<file path="config.mk">
export PLATFORM = sky130hd
export DESIGN_NAME = zrun_expand
export DESIGN_NICKNAME = d
export VERILOG_FILES = /design/src/rtl/zrun_pkg.sv /design/src/rtl/zrun_dp.sv /design/src/rtl/zrun_ctrl.sv /design/src/rtl/zrun_expand.sv
export SDC_FILE = /design/constraint.sdc
export NUM_CORES = 1
export LEC_CHECK = 0
export BUFFER_PORTS_ARGS = -buffer_cell sky130_fd_sc_hd__buf_2
export CORE_ASPECT_RATIO = 1.5
export CORE_MARGIN = 4
export CORE_UTILIZATION = 33
export CTS_BUF_LIST = sky130_fd_sc_hd__clkbuf_16
export DETAILED_ROUTE_END_ITERATION = 8
export GPL_TIMING_DRIVEN = 0
export PLACE_DENSITY = 0.57
export SYNTH_ARGS = -nofsm -noshare
export SYNTH_HDL_FRONTEND = slang
export SYNTH_SLANG_ARGS = --single-unit
</file>
<file path="constraint.sdc">
create_clock -name clk -period 3.09 [get_ports clk]
set_clock_uncertainty 0.1 [all_clocks]
set_input_delay 0.618 -clock clk [delete_from_list [all_inputs] [get_ports clk]]
set_output_delay 0.618 -clock clk [all_outputs]
set_load 0.02 [all_outputs]
</file>
<file path="src/rtl/zrun_pkg.sv">
package zrun_pkg;

  typedef enum logic [1:0] {
    ST_IDLE = 2'd0,
    ST_PEND = 2'd1,
    ST_RUN  = 2'd2
  } state_t;

  // strobes issued by the control to the datapath
  typedef struct packed {
    logic loadLit;   // move inData into the output register
    logic loadZero;  // put a zero byte into the output register
    logic capPend;   // remember the matched token and its slot
    logic loadCnt;   // fetch the run length of the remembered slot
    logic decCnt;    // one zero of the run has been issued
  } strobe_t;

endpackage

</file>
<file path="src/rtl/zrun_dp.sv">
module zrun_dp
  import zrun_pkg::*;
#(
  parameter int NUM_SLOTS = 5,
  parameter int DATA_W    = 8,
  parameter int LEN_W     = 15,
  parameter int SLOT_W    = 3
) (
  input  logic              clk,
  input  logic              rstN,
  input  logic              cfgWe,
  input  logic [SLOT_W-1:0] cfgSlot,
  input  logic [DATA_W-1:0] cfgToken,
  input  logic [LEN_W-1:0]  cfgLen,
  input  logic [DATA_W-1:0] inData,
  input  logic              outReady,
  input  strobe_t           stb,
  output logic              matchAny,
  output logic              matchPend,
  output logic              cntLast,
  output logic              outFree,
  output logic              outValid,
  output logic [DATA_W-1:0] outData
);

  logic [DATA_W-1:0]    tokTab [NUM_SLOTS];
  logic [LEN_W-1:0]     lenTab [NUM_SLOTS];
  logic [NUM_SLOTS-1:0] hit;
  logic [SLOT_W-1:0]    hitIdx;
  logic [SLOT_W-1:0]    pendSlot;
  logic [DATA_W-1:0]    pendTok;
  logic [LEN_W-1:0]     runCnt;

  // slot table; indices outside 0..NUM_SLOTS-1 select no slot
  always_ff @(posedge clk) begin
    for (int s = 0; s < NUM_SLOTS; s++) begin
      if (!rstN) begin
        tokTab[s] <= '0;
        lenTab[s] <= '0;
      end else if (cfgWe && cfgSlot == SLOT_W'(s)) begin
        tokTab[s] <= cfgToken;
        lenTab[s] <= cfgLen;
      end
    end
  end

  generate
    for (genvar g = 0; g < NUM_SLOTS; g++) begin : g_hit
      assign hit[g] = (lenTab[g] != '0) && (tokTab[g] == inData);
    end
  endgenerate

  // lowest index wins
  always_comb begin
    hitIdx   = '0;
    matchAny = 1'b0;
    for (int i = NUM_SLOTS - 1; i >= 0; i--) begin
      if (hit[i]) begin
        hitIdx   = SLOT_W'(i);
        matchAny = 1'b1;
      end
    end
  end

  assign matchPend = (inData == pendTok);
  assign cntLast   = (runCnt == LEN_W'(1));
  assign outFree   = !outValid || outReady;

  always_ff @(posedge clk) begin
    if (!rstN) begin
      pendSlot <= '0;
      pendTok  <= '0;
    end else if (stb.capPend) begin
      pendSlot <= hitIdx;
      pendTok  <= inData;
    end
  end

  always_ff @(posedge clk) begin
    if (!rstN)            runCnt <= '0;
    else if (stb.loadCnt) runCnt <= lenTab[pendSlot];
    else if (stb.decCnt)  runCnt <= runCnt - LEN_W'(1);
  end

  always_ff @(posedge clk) begin
    if (!rstN) begin
      outValid <= 1'b0;
      outData  <= '0;
    end else if (stb.loadLit) begin
      outValid <= 1'b1;
      outData  <= inData;
    end else if (stb.loadZero) begin
      outValid <= 1'b1;
      outData  <= '0;
    end else if (outReady) begin
      outValid <= 1'b0;
    end
  end

  AST_OUT_HOLD: assert property (@(posedge clk) disable iff (!rstN)
    outValid && !outReady |=> outValid && $stable(outData));
  AST_LOAD_HAS_ROOM: assert property (@(posedge clk) disable iff (!rstN)
    (stb.loadLit || stb.loadZero) |-> outFree);
  AST_ONE_LOAD: assert property (@(posedge clk) disable iff (!rstN)
    $onehot0({stb.loadLit, stb.loadZero, stb.capPend}));
  AST_CNT_LIVE: assert property (@(posedge clk) disable iff (!rstN)
    stb.decCnt |-> runCnt != '0);

endmodule

</file>
<file path="src/rtl/zrun_ctrl.sv">
module zrun_ctrl
  import zrun_pkg::*;
(
  input  logic    clk,
  input  logic    rstN,
  input  logic    inValid,
  input  logic    matchAny,
  input  logic    matchPend,
  input  logic    cntLast,
  input  logic    outFree,
  output logic    inReady,
  output strobe_t stb
);

  state_t state, stateNxt;

  always_comb begin
    stb      = '0;
    stateNxt = state;
    inReady  = 1'b0;
    unique case (state)
      ST_IDLE: begin
        inReady = outFree;
        if (inValid && outFree) begin
          if (matchAny) begin
            stb.capPend = 1'b1;
            stateNxt    = ST_PEND;
          end else begin
            stb.loadLit = 1'b1;
          end
        end
      end
      ST_PEND: begin
        // a repeated token is consumed; any other byte waits for the run
        inReady = outFree && matchPend;
        if (inValid && outFree) begin
          if (matchPend) begin
            stb.loadLit = 1'b1;
            stateNxt    = ST_IDLE;
          end else begin
            stb.loadCnt = 1'b1;
            stateNxt    = ST_RUN;
          end
        end
      end
      ST_RUN: begin
        if (outFree) begin
          stb.loadZero = 1'b1;
          stb.decCnt   = 1'b1;
          if (cntLast) stateNxt = ST_IDLE;
        end
      end
      default: stateNxt = ST_IDLE;
    endcase
  end

  always_ff @(posedge clk) begin
    if (!rstN) state <= ST_IDLE;
    else       state <= stateNxt;
  end

  AST_RUN_BLOCKS_IN: assert property (@(posedge clk) disable iff (!rstN)
    state == ST_RUN |-> !inReady);
  AST_PEND_TO_RUN: assert property (@(posedge clk) disable iff (!rstN)
    state == ST_PEND && inValid && outFree && !matchPend |=> state == ST_RUN);
  AST_DOUBLE_LIT: assert property (@(posedge clk) disable iff (!rstN)
    state == ST_PEND && inValid && outFree && matchPend |=> state == ST_IDLE);

endmodule

</file>
<file path="src/rtl/zrun_expand.sv">
module zrun_expand
  import zrun_pkg::*;
#(
  parameter int NUM_SLOTS = 5,
  parameter int DATA_W    = 8,
  parameter int LEN_W     = 15,
  localparam int SLOT_W   = (NUM_SLOTS > 1) ? $clog2(NUM_SLOTS) : 1
) (
  input  logic              clk,
  input  logic              rstN,
  input  logic              cfgWe,
  input  logic [SLOT_W-1:0] cfgSlot,
  input  logic [DATA_W-1:0] cfgToken,
  input  logic [LEN_W-1:0]  cfgLen,
  input  logic              inValid,
  input  logic [DATA_W-1:0] inData,
  output logic              inReady,
  output logic              outValid,
  output logic [DATA_W-1:0] outData,
  input  logic              outReady
);

  strobe_t stb;
  logic    matchAny;
  logic    matchPend;
  logic    cntLast;
  logic    outFree;

  zrun_ctrl u_ctrl (
    .clk       (clk),
    .rstN      (rstN),
    .inValid   (inValid),
    .matchAny  (matchAny),
    .matchPend (matchPend),
    .cntLast   (cntLast),
    .outFree   (outFree),
    .inReady   (inReady),
    .stb       (stb)
  );

  zrun_dp #(
    .NUM_SLOTS (NUM_SLOTS),
    .DATA_W    (DATA_W),
    .LEN_W     (LEN_W),
    .SLOT_W    (SLOT_W)
  ) u_dp (
    .clk       (clk),
    .rstN      (rstN),
    .cfgWe     (cfgWe),
    .cfgSlot   (cfgSlot),
    .cfgToken  (cfgToken),
    .cfgLen    (cfgLen),
    .inData    (inData),
    .outReady  (outReady),
    .stb       (stb),
    .matchAny  (matchAny),
    .matchPend (matchPend),
    .cntLast   (cntLast),
    .outFree   (outFree),
    .outValid  (outValid),
    .outData   (outData)
  );

  AST_READY_NEEDS_ROOM: assert property (@(posedge clk) disable iff (!rstN)
    inReady |-> (!outValid || outReady));

endmodule

</file>
## Word level (Yosys, flattened, before mapping)

Memories as Yosys holds them, arrays and structs flattened. A register that Yosys moved wholly into a read port is not among the register bits.
Index checks and enable logic that the tools add are counted.

- Add/sub/neg operators: 1
- Eq/ne operators: 18
- Mux-type cells: 66
- Bitwise operators: 10
- Reduce and logical (&&, ||, !) cells: 25

Operators with widths:

| cell | count |
|---|---|
| $mux W15 | 7 |
| $reduce_bool A15 Y1 | 5 |
| $mux W8 | 7 |
| $eq A8 B8 Y1 | 6 |
| $mux W1 | 36 |
| $mux W3 | 7 |
| $eq A15 B1 Y1 const B | 1 |
| $sub A15 B1 Y15 const B | 1 |
| $logic_and A1 B1 Y1 | 12 |
| $mux W2 | 6 |
| $or A1 B1 Y1 | 10 |
| $eq A3 B2 Y1 const B | 2 |
| $ne A2 B1 Y1 const B | 3 |
| $pmux W2 S3 | 1 |
| $reduce_and A5 Y1 | 1 |
| $ne A2 B2 Y1 const B | 2 |
| $pmux W1 S2 | 2 |
| $reduce_bool A2 Y1 | 2 |
| $eq A3 B1 Y1 const B | 1 |
| $eq A3 B3 Y1 const B | 1 |
| $logic_not A3 Y1 | 1 |
| $reduce_bool A3 Y1 | 1 |
| $eq A2 B1 Y1 const B | 1 |
| $eq A2 B2 Y1 const B | 1 |
| other kinds (3) | 3 |

- Flip-flop bits (word level): 37
- RAM bits: 115
- Input bits: 39
- Output and inout port bits: 10
- Word-level logic and storage cells: 128
- Memories kept: 2

Memory list:

| memory | words | bits a word | read ports | clocked after memory_dff | write ports | RTL line | text |
|---|---|---|---|---|---|---|---|
| u_dp.lenTab | 5 | 15 | 6 | 1 | 5 | zrun_dp.sv:27 | `logic [LEN_W-1:0] lenTab [NUM_SLOTS];` |
| u_dp.tokTab | 5 | 8 | 5 | 0 | 5 | zrun_dp.sv:26 | `logic [DATA_W-1:0] tokTab [NUM_SLOTS];` |

## Longest topological paths before layout

Gate-level depths: netlist (run 1).

- Depth in word-level cells: 12
- Mapped depth: 8
- Mapped depth without buffers: 7

## Cells and area by module

From an unflattened synthesis (run 1), not the netlist that was laid out.

- Cell total of the unflattened synthesis: 587
- Area, all modules: 7,365.8 um^2

By module, submodules not included:

| module | times used | cells an instance | area an instance (um^2) | seq. area each (um^2) |
|---|---|---|---|---|
| zrun_dp | 1 | 567 | 7,196.9 | 4,214.0 |
| zrun_ctrl | 1 | 20 | 168.9 | 40.0 |

## Worst setup path after synthesis (run 1)

No wires, ideal clock.

- Path type: in2reg
- From: in cfgSlot[1]
- To: mem u_dp.lenTab[0][0], enable pin
- Library setup time: 0.439 ns
- Arrival: 2.562 ns
- Data required time: 2.551 ns
- Slack: -0.011 ns
- Stages: 2
- Buffers on the path: 0
- Path through: nand2b_1 > o31ai_1

RTL lines:

| what | RTL line | text |
|---|---|---|
| start, declared | zrun_expand.sv:12 | `input logic [SLOT_W-1:0] cfgSlot,` |
| end, declared | zrun_dp.sv:27 |  |

==> results of run 1 <==
==> Yosys cell counts, drive strengths merged, types with 2 or more instances <==
| cell type | n | area share (%) |
|---|---|---|
| and2 | 117 | 10 |
| buf | 12 | 0.85 |
| nor2b | 9 | 0.77 |
| edfxtp | 115 | 47 |
| xor2 | 42 | 5.0 |
| a21oi | 8 | 0.54 |
| o32a | 2 | 0.27 |
| a211oi | 15 | 1.7 |
| o31ai | 2 | 0.20 |
| ha | 2 | 0.34 |
| o21ai | 11 | 0.75 |
| and3 | 3 | 0.26 |
| nand2b | 4 | 0.34 |
| nand3 | 16 | 1.1 |
| nor4 | 27 | 2.4 |
| nor3 | 11 | 0.82 |
| inv | 5 | 0.26 |
| mux2 | 4 | 0.61 |
| xnor2 | 12 | 1.4 |
| nor2 | 18 | 1.0 |
| mux2i | 23 | 3.1 |
| o211ai | 3 | 0.31 |
| nand4 | 11 | 1.0 |
| o22ai | 2 | 0.17 |
| dfxtp | 40 | 11 |
| mux4 | 15 | 4.6 |
| a31oi | 6 | 0.51 |
| clkbuf | 23 | 1.2 |
| o221a | 2 | 0.31 |
| nand2 | 28 | 1.5 |
==> cell families after synthesis <==
| kind of cell | Yosys count | synth area share, % |
|---|---|---|
| AOI/OAI and AO/OA | 52 | 4.84 |
| xor gates and xnor gates | 54 | 6.44 |
| adders and majority gates | 2 | 0.341 |
| buffers and inverters | 40 | 2.28 |
| DFF | 155 | 57.9 |
| muxes | 42 | 8.34 |
| and+or+nand+nor | 250 | 19.9 |
==> path summary, 6_finish.rpt <==
check | start | end | cells after the start | slack [ns]
max | u_dp.lenTab[2][9] | flip-flop | 7 | 0.59
min | u_dp.outData[2] | u_dp.outData[2] | 2 | 0.37
max reg2reg | u_dp.lenTab[2][9] | flip-flop | 7 | 0.59
min reg2reg | u_dp.outData[2] | u_dp.outData[2] | 2 | 0.37
==> layer usage <==
layer	vias to the layer above	part of all wire [%]	GRT usage (%)	wire (um)
met2	101	55	26.4	9210
met3	30	2.9	2.44	492
met1	2275	39	16.3	6640
met4	0	3.1	6.56	523
li1	2295	-	-	-
met5	-	0	0	0
==> tightest hold or removal path: cells and delay by family, from the launching register on <==
family / cells / cell delay (ns)
DFF: 1 / 0.30
muxes: 1 / 0.06
and+or+nand+nor: 1 / 0.06
==> sequential cells by signal (all words and copies together), names as in the netlist, named ones only <==
| name | cells |
|---|---|
| u_dp.tokTab | 40 |
| u_dp.outData | 8 |
| u_dp.pendSlot | 3 |
| u_dp.outValid | 1 |
| u_dp.lenTab | 75 |
| u_dp.pendTok | 8 |
| u_dp.runCnt | 15 |
| u_ctrl.state | 2 |
==> cell type report <==
class	count	area (um^2)	share of cell area [%]
timing repair buffer	44	270	3.15
multi-input combinational	400	2960	34.6
buffer	35	149	1.74
clock buffer	17	425	4.96
tap	272	340	3.97
clock inverter	15	151	1.77
inverter	5	18.8	0.219
sequential	155	4250	49.6
==> report_power, final <==
part / switching, W / total, W / internal [W]
registers: 0.0000649 / 0.00242 / 0.00235
clock network: 0.000848 / 0.00204 / 0.00119
logic: 0.000199 / 0.000331 / 0.000133
total: 0.00111 / 0.00478 / 0.00367
==> stage by stage <==
stage               utilization, %  instance area (um^2)
floorplan                        -                  7350
global placement              36.2                  7890
detailed placement            36.7                  8000
CTS                           39.3                  8570
global route                  39.3                  8570
finish                        39.3                  8570
==> impl_metrics.csv, run 1 <==
group,metric,value,unit
global_routing,grt_pass1_wl,27.4,mm
clocking,clk_latency,0.42,ns
route,drt_drc_violations_left,0,
worst_setup_path,critPathMaxStageDelay,0.57,ns
clocking,htree_levels,4,
worst_hold_path,hold_class,"reg -> reg",
route,totalWireLength,16.9,mm
yosys,yosys_warnings,0,
yosys,syn-instance-count,595,
clocking,clockRootBuffer,"clkbuf_16",
yosys,synthFlopType,"edfxtp_1",
route,wl_per_cell,17.9,um
worst_setup_path,path_buf_inv,1,
die,core_area,21800,um^2
clocking,cts.path.max_buffers,2,
yosys,syn_avg_cell_area,12.3,um^2
worst_setup_path,endpoint_kind,"flip-flop",
yosys,synth_area,7350,um^2
yosys,syn-num-nets,636,
sta,clock.fmax,400,MHz
layout,fillers,2098,
worst_setup_path,cp.required,3.33,ns
yosys,synth_seq_cells,155,
worst_setup_path,cp-start-kind,"flip-flop",
clocking,hold_buffers,0,
run,max_cap_violations,0,
die,die_w,130,um
layout,insertedDiodeCount,0,
clocking,numCtsBuffers,17,
yosys,async_reset_ff_share,0,%
place,place_hpwl,13.3,mm
global_routing,grt-ovfl-total,0,
layout,final_cell_mix,"and2_1, edfxtp_1, buf_2",
die,die-area,24800,um^2
worst_setup_path,slowest_stage,"nor4_1",
die,ioPinCount,49,
clocking,clkTransAtPathRegs,0.06,ns
sta,setup_violations,0,
sta,setup_tns,0,ns
global_routing,grt_max_degree,17,
sta,worst-slew-pin-transition,0.741,ns
sta,grt_setup_unrepaired,"no",
die,die_h,191,um
die,start_util,33.7,%
place,place_ws,0.331,ns
clocking,postCtsSetupBuffers,0,
sta,final_hold_viol_count,0,
clocking,cts_tree,"done",
layout,area_growth,16.7,%
route,via_count,4701,
layout,layout_commonest_cell,"and2_1",
sta,post-route-period-util,80.9,%
route,antenna_left,0,
worst_setup_path,crit_fanout,10,
yosys,synth_edf_count,115,
worst_setup_path,crit_arrival,2.74,ns
route,vias_per_cell,4.99,
route,firstDrtPassIters,5,
worst_setup_path,cpLargestDelayFamily,"simple AND/OR/NAND/NOR gates",
sta,fin_ws,0.592,ns
power_and_ir_drop,leakage,3.06,nW
place,placedCellCount,911,
yosys,synth.distinct_cells,46,
worst_setup_path,path_class,"reg -> reg",
layout,drive_gt1_share,17.7,%
worst_setup_path,critical_path.most_common_cell,"nand4_1",
sta,min_period,2.50,ns
sta,drv_slew,0,
die,rows,66,
power_and_ir_drop,ir_worst_vdd,0.365,mV
layout,fin_nets,699,
global_routing,grt.total_usage,14.5,%
power_and_ir_drop,power,0.00478,W
worst_setup_path,cp_cell_sequence,"nor4_1, nand4_1, nand3_1, nand4_1, o21ai_1, buf_2, mux2i_1",
global_routing,first_global_vias,5169,
layout,instances_no_fill,943,
clocking,post_cts_resized,0,
route,drt_iter0_markers,294,
power_and_ir_drop,powerDensity,558,nW/um^2
place,io_buffers,39,
sta,slew_headroom,50.6,%
place,globalplace.congestion,0.831,
clocking,cts_sinks,155,
global_routing,antenna_found_initial,0,
run_status,status,"finished clean",
yosys,yosysSeqAreaShare,57.9,%
sta,fin_hold_ws,0.366,ns
No activity file was read; power rests on OpenSTA's default activity.
==> run 2, diff against run 1 <==
==> constraint.sdc (replaced) <==
create_clock -name clk -period 2.2 [get_ports clk]
set_clock_uncertainty 0.1 [all_clocks]
set_input_delay 0.44 -clock clk [delete_from_list [all_inputs] [get_ports clk]]
set_output_delay 0.44 -clock clk [all_outputs]
set_load 0.02 [all_outputs]
==> run 2 against run 1 <==
  * The flow now finishes with violations (negative setup slack)
  * Global-route usage increased by 0.15 points
  * Clock power up 27%
  * Total power up 36%
  * First-iteration DRC count rose by 20%
  * Final area up 1.4%
  * Sequential power increased by 41%
  * Via count shrank 0.17%
  * Register-to-register slack lost 0.60 ns
==> impl_metrics.csv, run 2 (synthesis gave the netlist of run 1 again) <==
group,metric,value,unit
run_status,status,"complete, but fails checks",
run_status,violations,"negative setup slack",
route,totalWireLength,17.5,mm
layout,instances_no_fill,945,
global_routing,grt.total_usage,14.7,%
worst_setup_path,crit_arrival,2.44,ns
sta,min_period,2.21,ns
sta,post-route-period-util,100,%
clocking,clockRootBuffer,"clkbuf_16",
route,via_count,4693,
place,placedCellCount,910,
route,drt_iter0_markers,352,
place,place_area,7990,um^2
worst_setup_path,cp.required,2.44,ns
sta,worst-slew-pin-transition,1.23,ns
clocking,cts.path.max_buffers,2,
die,die_w,130,um
layout,fillers,2126,
global_routing,first_global_vias,5025,
layout,area_growth,18.3,%
place,place_hpwl,13.4,mm
route,wl_per_cell,18.5,um
clocking,cts_tree,"done",
sta,fin_hold_ws,0.238,ns
layout,drive_gt1_share,21.0,%
worst_setup_path,crit_fanout,10,
route,vias_per_cell,4.97,
layout,final_area,8690,um^2
run,max_cap_violations,0,
layout,final_cell_mix,"and2_1, edfxtp_1, buf_2",
sta,drv_slew,0,
sta,grt_setup_unrepaired,"yes",
clocking,numCtsBuffers,17,
layout,largest_register_ffs,75,
die,die_h,191,um
power_and_ir_drop,powerDensity,748,nW/um^2
layout,fin_util,39.9,%
sta,setup_tns,-0.0162,ns
power_and_ir_drop,ir_worst_vdd,0.506,mV
clocking,clk_latency,0.42,ns
die,core_area,21800,um^2
sta,clock.fmax,453,MHz
layout,top_register,"u_dp.lenTab",
clocking,cts_sinks,155,
sta,slew_headroom,17.8,%
place,globalplace.congestion,0.800,
sta,final_hold_viol_count,0,
global_routing,grt-ovfl-total,0,
layout,fin_nets,700,
global_routing,antenna_found_initial,0,
die,die-area,24800,um^2
die,rows,66,
worst_setup_path,cp-start-kind,"flip-flop",
power_and_ir_drop,leakage,3.10,nW
place,io_buffers,39,
route,drt_drc_violations_left,0,
route,antenna_left,0,
sta,fin_ws,-0.00820,ns
die,start_util,33.7,%
clocking,htree_levels,4,
layout,reg_top3,"u_dp.lenTab (75), u_dp.tokTab (40), u_dp.runCnt (15)",
global_routing,grt_pass1_wl,27.6,mm
worst_setup_path,endpoint_kind,"flip-flop",
route,firstDrtPassIters,6,
global_routing,grt_max_degree,24,
die,ioPinCount,49,
worst_setup_path,path_class,"reg -> reg",
layout,layout_commonest_cell,"and2_1",
worst_hold_path,hold_class,"in -> reg",
clocking,clkTransAtPathRegs,0.06,ns
sta,setup_violations,2,
==> run 2: changes by cell type in the layout (fill, tap and decap cells not counted), moves of 5 or more <==
cell      delta
nor4_1      -12
nor4_2       +8
inv_1        +5
clkinv_4     -5
==> run 2: final timing paths <==
check / slack, ns / to / from / cells after the start
setup / recovery: -0.008 / u_dp.pendSlot[0] / u_dp.lenTab[3][1] / 7
hold / removal: 0.24 / u_ctrl.state[0] / inValid / 4
setup reg to reg: -0.008 / u_dp.pendSlot[0] / u_dp.lenTab[3][1] / 7
hold reg to reg: 0.37 / u_dp.outData[6] / u_dp.outData[6] / 2
==> run 2: routing by layer <==
layer	vias to the layer above	global-route usage [%]	routed length, um
li1	2296	-	-
met3	15	3.00	572
met2	82	26.7	9670
met5	-	0	0
met4	0	4.96	241
met1	2300	16.8	6990
==> run 2: final cells by class <==
class / instances / area (um^2) / area share [%]
Antenna cell: 1 / 2.50 / 0.0288
Buffer: 35 / 169 / 1.94
Clock buffer: 18 / 450 / 5.18
Clock inverter: 14 / 65.1 / 0.749
Inverter: 5 / 18.8 / 0.216
Multi-Input combinational cell: 400 / 3110 / 35.8
Sequential cell: 155 / 4250 / 48.9
Tap cell: 272 / 340 / 3.92
Timing Repair Buffer: 45 / 283 / 3.25
==> run 2: report_power, final <==
part	total, W	internal, W	switching [W]
Combinational	0.000491	0.000197	0.000294
Sequential	0.00341	0.00331	0.000102
Clock	0.00260	0.00147	0.00113
==> run 2: critical path: stages, from the launching register on <==
cell and delay [ns]:
edfxtp_1 0.44, nor4_4 0.37, nand4_1 0.23, nand3_2 0.16, nand4_1 0.18, o21ai_2 0.19, buf_6 0.19, mux2i_2 0.25
==> run 2: timing repair <==
| item | 4_1_cts | 5_1_grt |
|---|---|---|
| hold buffers | 0 | 0 |
| hold endpoints to repair | 0 | 0 |
| pin swaps | 4 | 6 |
| setup endpoints to repair | 27 | 49 |
| gates resized for setup | 20 | 16 |
| buffers inserted | 0 | 2 |
==> run 2: per-stage QoR <==
| stage | total power (W) | setup slack (ns) |
|---|---|---|
| final | 0.00650 | -0.00820 |
| after global routing | 0.00673 | -0.0793 |
| after CTS | 0.00654 | 0.00914 |
| after detailed placement | 0.00393 | -0.375 |
| after global placement | 0.00390 | -0.712 |
| after floorplan | 0.00372 | -0.0221 |
==> run 3, diff against run 2 <==
--- a/config.mk
+++ b/config.mk
@@ -11,8 +11,7 @@
 export CORE_UTILIZATION = 33
 export CTS_BUF_LIST = sky130_fd_sc_hd__clkbuf_16
 export DETAILED_ROUTE_END_ITERATION = 8
-export GPL_TIMING_DRIVEN = 0
-export PLACE_DENSITY = 0.57
+export GPL_ROUTABILITY_DRIVEN = 0
 export SYNTH_ARGS = -nofsm -noshare
 export SYNTH_HDL_FRONTEND = slang
 export SYNTH_SLANG_ARGS = --single-unit
==> run 3 against run 2 <==
  * Die area did not move
  * Sequential share of layout area shrank 2.4 points
  * Worst hold slack improved by 0.0066 ns
  * Largest cell class unchanged
  * Worst setup slack lost 0.0056 ns
  * Final area rose by 5.1%
  * Clock-buffer cell count decreased by 1
  * Non-clock buffer count grew 33
  * The flow still finishes with violations (negative setup slack)
  * Register-to-register slack about the same
==> impl_metrics.csv, run 3 (synthesis gave the netlist of run 1 again) <==
group,metric,value,unit
worst_setup_path,reg2reg_depth,9,
worst_setup_path,cpLargestDelayFamily,"simple AND/OR/NAND/NOR gates",
worst_setup_path,cp.depth,9,
clocking,clkTransAtPathRegs,0.06,ns
layout,top_register,"u_dp.lenTab",
clocking,cts_tree,"done",
route,wl_met1,7.06,mm
global_routing,grt.total_usage,15.5,%
sta,worst-slew-pin-transition,0.691,ns
run_status,violations,"negative setup slack",
worst_setup_path,path_buf_inv,3,
power_and_ir_drop,ir_worst_vdd,0.587,mV
route,wl_per_cell,18.8,um
route,drt_drc_violations_left,0,
power_and_ir_drop,leakage,3.34,nW
worst_setup_path,crit_arrival,2.46,ns
die,die-area,24800,um^2
global_routing,grt-ovfl-total,0,
route,via_count,4905,
global_routing,antenna_found_initial,1,
layout,reg_top3,"u_dp.lenTab (75), u_dp.tokTab (40), u_dp.runCnt (15)",
die,die_h,191,um
die,ioPinCount,49,
clocking,clk_latency,0.43,ns
route,totalWireLength,18.4,mm
worst_setup_path,path_class,"reg -> reg",
route,wl_met2,10.2,mm
worst_hold_path,hold_class,"in -> reg",
worst_hold_path,hold_depth,2,
route,firstDrtPassIters,4,
layout,layout_commonest_cell,"and2_1",
place,place_ws,-0.349,ns
sta,clock.fmax,452,MHz
layout,final_area,9140,um^2
layout,area_growth,24.3,%
worst_setup_path,crit_fanout,3,
sta,final_hold_viol_count,0,
route,drt_iter0_markers,420,
sta,post-route-period-util,101,%
clocking,clockRootBuffer,"clkbuf_16",
worst_setup_path,cp.required,2.45,ns
worst_setup_path,r2r_slack,-0.01,ns
clocking,htree_levels,4,
route,top_layer,"met5",
route,dr_wl_met3,644,um
sta,min_period,2.21,ns
sta,fin_ws,-0.0138,ns
place,place_area,8320,um^2
layout,final_cell_mix,"and2_1, edfxtp_1, buf_4",
die,rows,66,
place,place_hpwl,13.8,mm
global_routing,grt_max_degree,32,
sta,setup_violations,4,
clocking,cts.path.max_buffers,2,
clocking,cts_sinks,155,
power_and_ir_drop,powerDensity,748,nW/um^2
sta,grt_setup_unrepaired,"yes",
worst_setup_path,cp_cell_sequence,"nor4_4, buf_4, nand4_1, buf_4, nand3_4, nand4_1, o21ai_2, buf_4, mux2i_4",
die,die_w,130,um
place,io_buffers,48,
layout,fin_util,41.9,%
run_status,status,"complete, but fails checks",
layout,drive_gt1_share,28.7,%
worst_setup_path,critPathMaxStageDelay,0.42,ns
worst_setup_path,endpoint_kind,"flip-flop",
layout,insertedDiodeCount,0,
layout,fin_nets,733,
global_routing,first_global_vias,5297,
route,vias_per_cell,5.02,
worst_setup_path,cp-start-kind,"flip-flop",
sta,drv_slew,0,
sta,slew_headroom,53.9,%
die,core_area,21800,um^2
run,max_cap_violations,0,
layout,fillers,2011,
clocking,numCtsBuffers,17,
die,start_util,33.7,%
route,antenna_left,0,
worst_setup_path,critical_path.most_common_cell,"buf_4",
sta,fin_hold_ws,0.244,ns
worst_setup_path,slowest_stage,"edfxtp_1",
global_routing,grt_pass1_wl,29.0,mm
layout,largest_register_ffs,75,
[run 3: changes by cell type in the layout (fill, tap and decap cells not counted), sizes merged]
| cell | change |
|---|---|
| buf | +57 |
| clkbuf | -25 |
| inv | -8 |
| clkinv | +6 |
| bufinv | +2 |
| clkinvlp | +1 |
| diode | -1 |
[run 3: area by class of cell]
cell class	count	area, um^2	share of cell area [%]
timing repair buffer	113	790	8.64
multi-input combinational	400	3160	34.6
tap	272	340	3.73
inverter	5	18.8	0.205
clock buffer	17	425	4.66
sequential	155	4250	46.6
clock inverter	15	150	1.64
[run 3: per-layer routing]
metal | up-vias | track usage (%)
li1 | 2353 | -
met1 | 2430 | 17.6
met2 | 86 | 28.2
met3 | 34 | 2.80
met4 | 2 | 6.16
met5 | - | 0
[run 3: timing repair]
action,4_1_cts,5_1_grt
setup endpoints to repair,24,23
resized for setup,20,18
cloned,0,1
buffers inserted,6,1
pin swaps,11,5
hold buffers,0,0
[run 3: path summary, 6_finish.rpt]
path | end | startpoint
min | u_dp.lenTab[3][2] | cfgLen[2]
min reg2reg | u_dp.outData[6] | u_dp.outData[6]
max | u_dp.pendSlot[0] | u_dp.lenTab[0][1]
max reg2reg | u_dp.pendSlot[0] | u_dp.lenTab[0][1]
[run 3: report_power, final]
group	internal (W)	switching (W)	total, W
Clock	0.00167	0.00120	0.00286
Combinational	0.000242	0.000313	0.000554
Sequential	0.00331	0.000111	0.00342
Total	0.00521	0.00162	0.00684
[run 3: metrics by stage]
stage / power [W] / instances / setup TNS [ns]
4_1_cts: 0.00685 / 976 / -0.656
3_5_place_dp: 0.00398 / 940 / -6.45
2_1_floorplan: 0.00372 / 595 / -1.27
5_1_grt: 0.00706 / 977 / -1.88
3_3_place_gp: 0.00396 / 940 / -3.88
6_report: 0.00684 / 977 / -0.0406
[run 3: worst reg2reg max path, stage by stage (launching register included)]
cell and delay, ns:
edfxtp_1 0.42, nor4_4 0.37, buf_4 0.17, nand4_1 0.11
buf_4 0.19, nand3_4 0.06, nand4_1 0.15, o21ai_2 0.19
buf_4 0.17, mux2i_4 0.23
